[src/rtl/uart_iid_pkg.sv]
package uart_iid_pkg;

  localparam int NUM_SRC = 7;
  localparam int NUM_EN  = 6;
  localparam int IDX_W   = $clog2(NUM_SRC);
  localparam int CODE_W  = 6;
  localparam int STAT_W  = 8;

  // source slots in priority order, slot 0 highest
  localparam int SLOT_LINE  = 0;
  localparam int SLOT_RXRDY = 1;
  localparam int SLOT_RXTO  = 2;
  localparam int SLOT_THR   = 3;
  localparam int SLOT_MODEM = 4;
  localparam int SLOT_XOFF  = 5;
  localparam int SLOT_FLOW  = 6;

  localparam logic [CODE_W-1:0] CODE_IDLE = 6'b000001;
  localparam logic [CODE_W-1:0] CODE_THR  = 6'b000010;

  typedef struct packed {
    logic setThr;
    logic clrThr;
  } ctlStrobes_t;

  // which enable bit gates a given slot
  function automatic int enIdxOf(input int slot);
    case (slot)
      SLOT_LINE:  return 2;
      SLOT_RXRDY: return 0;
      SLOT_RXTO:  return 0;
      SLOT_THR:   return 1;
      SLOT_MODEM: return 3;
      SLOT_XOFF:  return 4;
      default:    return 5;
    endcase
  endfunction

  function automatic logic isExtSlot(input int slot);
    return (slot == SLOT_XOFF) || (slot == SLOT_FLOW);
  endfunction

  function automatic logic [CODE_W-1:0] codeOf(input logic [IDX_W-1:0] slot,
                                               input logic fifoOn);
    case (slot)
      3'd0:    codeOf = 6'b000110;
      3'd1:    codeOf = 6'b000100;
      3'd2:    codeOf = fifoOn ? 6'b001100 : 6'b000100;
      3'd3:    codeOf = CODE_THR;
      3'd4:    codeOf = 6'b000000;
      3'd5:    codeOf = 6'b010000;
      default: codeOf = 6'b100000;
    endcase
  endfunction

endpackage

[src/rtl/uart_iid_ctrl.sv]
module uart_iid_ctrl
  import uart_iid_pkg::*;
(
  input  logic              clk,
  input  logic              rstN,
  input  logic              rdStrobe,
  input  logic              thrEmptyEvt,
  input  logic [STAT_W-1:0] statusByte,
  output ctlStrobes_t       strobes
);

  logic showingThr;

  assign showingThr = (statusByte[CODE_W-1:0] == CODE_THR);

  always_comb begin
    strobes.setThr = thrEmptyEvt;
    // a new empty event outranks the read that would clear it
    strobes.clrThr = rdStrobe && showingThr && !thrEmptyEvt;
  end

  // set and clear never issued together
  a_r10_strobe_exclusive: assert property (@(posedge clk) disable iff (!rstN)
    $onehot0({strobes.setThr, strobes.clrThr}));

  // a read of any other code issues no clear
  a_r9_no_clear_other: assert property (@(posedge clk) disable iff (!rstN)
    (rdStrobe && statusByte[CODE_W-1:0] != CODE_THR) |-> !strobes.clrThr);

endmodule

[src/rtl/uart_iid_dpath.sv]
module uart_iid_dpath
  import uart_iid_pkg::*;
(
  input  logic               clk,
  input  logic               rstN,
  input  ctlStrobes_t        strobes,
  input  logic [NUM_SRC-1:0] levelSrc,
  input  logic [NUM_EN-1:0]  intEnable,
  input  logic               fifoEnable,
  input  logic               extMode,
  output logic [STAT_W-1:0]  statusByte
);

  logic               thrPending;
  logic               thrNext;
  logic [NUM_SRC-1:0] rawVec;
  logic [NUM_SRC-1:0] reqVec;
  logic               anyHit;
  logic [IDX_W-1:0]   winSlot;
  logic [STAT_W-1:0]  statusNext;

  assign thrNext = strobes.setThr || (thrPending && !strobes.clrThr);

  always_comb begin
    rawVec = levelSrc;
    rawVec[SLOT_THR] = thrNext;
  end

  for (genvar g = 0; g < NUM_SRC; g++) begin : g_mask
    if (isExtSlot(g)) begin : g_ext
      assign reqVec[g] = rawVec[g] && intEnable[enIdxOf(g)] && extMode;
    end else begin : g_base
      assign reqVec[g] = rawVec[g] && intEnable[enIdxOf(g)];
    end
  end

  always_comb begin
    anyHit  = 1'b0;
    winSlot = '0;
    for (int i = NUM_SRC - 1; i >= 0; i--) begin
      if (reqVec[i]) begin
        anyHit  = 1'b1;
        winSlot = IDX_W'(i);
      end
    end
  end

  always_comb begin
    statusNext = {{2{fifoEnable}}, (anyHit ? codeOf(winSlot, fifoEnable) : CODE_IDLE)};
  end

  always_ff @(posedge clk) begin
    if (!rstN) begin
      thrPending <= 1'b0;
      statusByte <= 8'h01;
    end else begin
      thrPending <= thrNext;
      statusByte <= statusNext;
    end
  end

  // mode bits follow the FIFO enable
  a_r2_mode_bits: assert property (@(posedge clk) disable iff (!rstN)
    1'b1 |=> statusByte[7:6] == {2{$past(fifoEnable)}});

  // no timeout flag outside FIFO mode
  a_r5_legacy_bit3: assert property (@(posedge clk) disable iff (!rstN)
    !fifoEnable |=> !statusByte[3]);

  // unmasked line error always wins
  a_r4_line_first: assert property (@(posedge clk) disable iff (!rstN)
    (levelSrc[SLOT_LINE] && intEnable[2]) |=> statusByte[5:0] == 6'b000110);

  // a clear strobe drops the stored flag
  a_r9_thr_cleared: assert property (@(posedge clk) disable iff (!rstN)
    strobes.clrThr |=> !thrPending);

  // an empty event always leaves the flag set
  a_r8_thr_set: assert property (@(posedge clk) disable iff (!rstN)
    strobes.setThr |=> thrPending);

  // masked line error never shows its code
  a_r6_line_masked: assert property (@(posedge clk) disable iff (!rstN)
    !intEnable[2] |=> statusByte[5:0] != 6'b000110);

endmodule

[src/rtl/uart_irq_ident.sv]
module uart_irq_ident
  import uart_iid_pkg::*;
(
  input  logic       clk,
  input  logic       rstN,
  input  logic       rdStrobe,
  input  logic       thrEmptyEvt,
  input  logic       srcLineErr,
  input  logic       srcRxReady,
  input  logic       srcRxTimeout,
  input  logic       srcModem,
  input  logic       srcXoff,
  input  logic       srcFlowChg,
  input  logic [5:0] intEnable,
  input  logic       fifoEnable,
  input  logic       extMode,
  output logic [7:0] statusByte
);

  ctlStrobes_t        strobes;
  logic [NUM_SRC-1:0] levelSrc;

  always_comb begin
    levelSrc             = '0;
    levelSrc[SLOT_LINE]  = srcLineErr;
    levelSrc[SLOT_RXRDY] = srcRxReady;
    levelSrc[SLOT_RXTO]  = srcRxTimeout;
    levelSrc[SLOT_MODEM] = srcModem;
    levelSrc[SLOT_XOFF]  = srcXoff;
    levelSrc[SLOT_FLOW]  = srcFlowChg;
  end

  uart_iid_ctrl ctrl_i (
    .clk        (clk),
    .rstN       (rstN),
    .rdStrobe   (rdStrobe),
    .thrEmptyEvt(thrEmptyEvt),
    .statusByte (statusByte),
    .strobes    (strobes)
  );

  uart_iid_dpath dpath_i (
    .clk        (clk),
    .rstN       (rstN),
    .strobes    (strobes),
    .levelSrc   (levelSrc),
    .intEnable  (intEnable),
    .fifoEnable (fifoEnable),
    .extMode    (extMode),
    .statusByte (statusByte)
  );

endmodule

[config.mk]
export PLATFORM = sky130hd
export DESIGN_NAME = uart_irq_ident
export DESIGN_NICKNAME = d
export VERILOG_FILES = /design/src/rtl/uart_iid_pkg.sv /design/src/rtl/uart_iid_ctrl.sv /design/src/rtl/uart_iid_dpath.sv /design/src/rtl/uart_irq_ident.sv
export SDC_FILE = /design/constraint.sdc
export NUM_CORES = 1
export LEC_CHECK = 0
export BUFFER_PORTS_ARGS = -buffer_cell sky130_fd_sc_hd__buf_2
export CAP_MARGIN = 10
export CORE_AREA = 4 4 41 43
export CTS_CLUSTER_DIAMETER = 60
export DETAILED_ROUTE_END_ITERATION = 8
export DIE_AREA = 0 0 45 47
export SYNTH_ARGS = -nofsm -noshare
export SYNTH_HDL_FRONTEND = slang
export SYNTH_HIERARCHICAL = 1
export SYNTH_SLANG_ARGS = --single-unit
[constraint.sdc]
create_clock -name clk -period 2.4 [get_ports clk]
set_input_delay 0.24 -clock clk [delete_from_list [all_inputs] [get_ports clk]]
set_output_delay 0.24 -clock clk [all_outputs]
set_load 0.03 [all_outputs]
==> run summary <==
The run finished with clean final reports. Setup violations remaining at the end of the flow were counted as 0. For this run, the post-layout net count is 82. The number of filler instances in the final layout is 153.

The relative area change from synthesis to final layout came out at 42.6%. The max-cap violation count came out at 0. The final cycle utilization of the critical path is 60.5%. The logic depth of the worst register-to-register path is 5.

The flip-flop and latch area came out at 160 um^2. The die span in y is 47 um. The later-pin clock latency in the skew report is 0.25 ns.

The worst-case headroom to the max-slew limit came out at 82.4%. The critical path buffer and inverter count came out at 0. The clock root buffer master is sky130_fd_sc_hd__clkbuf_4. The count of final max-slew check failures came out at 0.

The finished cells cover 507 um^2. The total routing resource utilization after global routing came out at 9.26%. The setup TNS came out at 0 ns. The hold-critical path depth came out at 2. STA puts the critical path data required time at 2.57 ns. The arrival time at the worst endpoint came out at 1.62 ns. Subtracting the final worst setup slack from the clock period gives 1.45 ns. The type of the worst min-delay path is primary input to flop. The area of combinational cells with multiple inputs is 180 um^2.

The largest buffer count on any clock path came out at 2. The initial standard-cell utilization of the core is 27.3%. In the routed design, unresolved DRC markers number 0. CTS built an H-tree with a depth of 1. The maximum clock frequency came out at 0.689 GHz.

Buffers inserted during clock tree synthesis total 3. The die footprint is 2120 um^2. Each instance of the synthesized netlist takes up on average 9.87 um^2. The worst clock skew came out at 0.00754 ns. The count of routing violations after the opening detailed-route iteration is 3. The number of standard cells in the layout, taps in and fillers out is 77. The number of antenna diodes in the final layout is 0. The count of endpoints failing hold in the final timing report is 0. The critical path goes through nor4b_1 > and4b_1 > nor2b_1 > o21a_1 > nor4b_2. After clock tree synthesis, the clock-pin slew on the worst setup and hold paths is 0.06 ns. The last weighted congestion value of the routability-driven placer is 0.668. Grouping stages by cell kind, the critical path spends the most delay in simple AND/OR/NAND/NOR gates. The slowest stage of the critical path belongs to the cell sky130_fd_sc_hd__dfxtp_1. The critical path runs through a total of 5 cells. Counting every net in the synthesized netlist gives 54. Across all layers, the routed design uses 349 vias. The instance count of the mapped netlist is 36. The measured slew at the worst slew-check pin came out at 0.260 ns.

The power density over the cells is 603 nW/um^2. TritonCTS built the clock tree. Wires add up to 837 um. The number of antenna violations at the first check in global routing was 0. The number of warnings printed during yosys synthesis came out at 6.

Setup repair after global routing left no endpoint under its margin. Pin placement for this block handled 26 I/O pins. The count of placed standard cells including taps came out at 74.

The type of the worst setup path is flop to flop. The launching element type of the critical path is a flop. The routed wire length per instance came out at 10.9 um. The post-placement setup slack is 0.857 ns. The maximum fanout along the worst path came out at 3.

The worst setup path is captured at a flop. The wire length of the first global-routing pass is 1270 um. The static leakage is 0.247 nW.

The count of cells resized by post-cts repair is 0. The CTS sink count is 8. VDD sags by at most 0.189 mV. The largest net degree at the start of global routing is 8. Post-CTS timing repair inserted 0 buffers for setup. The leftover overflow at the end of global routing is 0. In the routed layout, each cell is associated on average with a via count of 4.53. During placement, the flow inserted port buffers numbering 25. The total area inside the core boundary comes to 1300 um^2.

The via count of the first global-routing pass is 331. The mapped cell area came out at 355 um^2. The count of nets left with antenna violations once routing finished came out at 0. Detailed placement ended at an HPWL of 680 um.

Of the cells placed in the final design, the portion with a size suffix greater than 1 is 50.0%. After layout, the worst setup slack is 0.948 ns. The number of cell rows came out at 13. The hold buffer count at CTS is 0. The placed instances occupy a cell area of 484 um^2. The horizontal die dimension is 45 um. The largest stage delay on the critical path is 0.31 ns. The number of search-and-repair iterations in the first detailed-routing pass came out at 2.
worst paths after layout:
check,start,end,slack (ns)
max,dpath_i/statusByte[3]$_SDFF_PN0_,dpath_i/statusByte[5]$_SDFF_PN0_,0.95
max reg2reg,dpath_i/statusByte[3]$_SDFF_PN0_,dpath_i/statusByte[5]$_SDFF_PN0_,0.95
min reg2reg,dpath_i/thrPending$_SDFF_PN0_,dpath_i/thrPending$_SDFF_PN0_,0.64
min,srcRxReady,dpath_i/statusByte[3]$_SDFF_PN0_,0.17
cells in the final DEF (no fill, tap or decap), types with 2 or more instances in the layout:
cell type,n
sky130_fd_sc_hd__and2_1,2
sky130_fd_sc_hd__nand2_1,6
sky130_fd_sc_hd__clkbuf_4,3
sky130_fd_sc_hd__buf_2,25
sky130_fd_sc_hd__dfxtp_1,8
sky130_fd_sc_hd__o21a_1,2
routing by layer:
layer | GRT usage [%] | part of all wire [%]
met2 | 14.1 | 42
met1 | 9.61 | 43
met5 | 0 | 0
met4 | 12.3 | 5.3
met3 | 1.53 | 9.7
registers in the layout, indices dropped and copies added, names as in the netlist:
| name | cells |
|---|---|
| dpath_i/statusByte | 7 |
| dpath_i/thrPending | 1 |
layout make-up:
| type | count | share of cell area, % |
|---|---|---|
| repair buffers | 25 | 24.7 |
| clock buffers | 3 | 4.44 |
| flip-flops and latches | 8 | 31.6 |
| well taps | 15 | 3.70 |
| multi-input cells | 26 | 35.6 |
stage by stage:
step	util, %	power (mW)	hold WS (ns)
2_1_floorplan	-	0.179	0.311
4_1_cts	38.9	0.309	0.166
6_report	38.9	0.306	0.171
3_3_place_gp	37.2	0.205	0.440
5_1_grt	38.9	0.318	0.176
3_5_place_dp	37.2	0.204	0.439
power breakdown:
group | leakage [nW] | internal, mW | switching [mW]
sequential | 0.0661 | 0.140 | 0.00249
clock | 0.0138 | 0.0573 | 0.0468
combinational | 0.167 | 0.0254 | 0.0338
total | 0.247 | 0.222 | 0.0832
No activity file was read; power rests on OpenSTA's default activity.
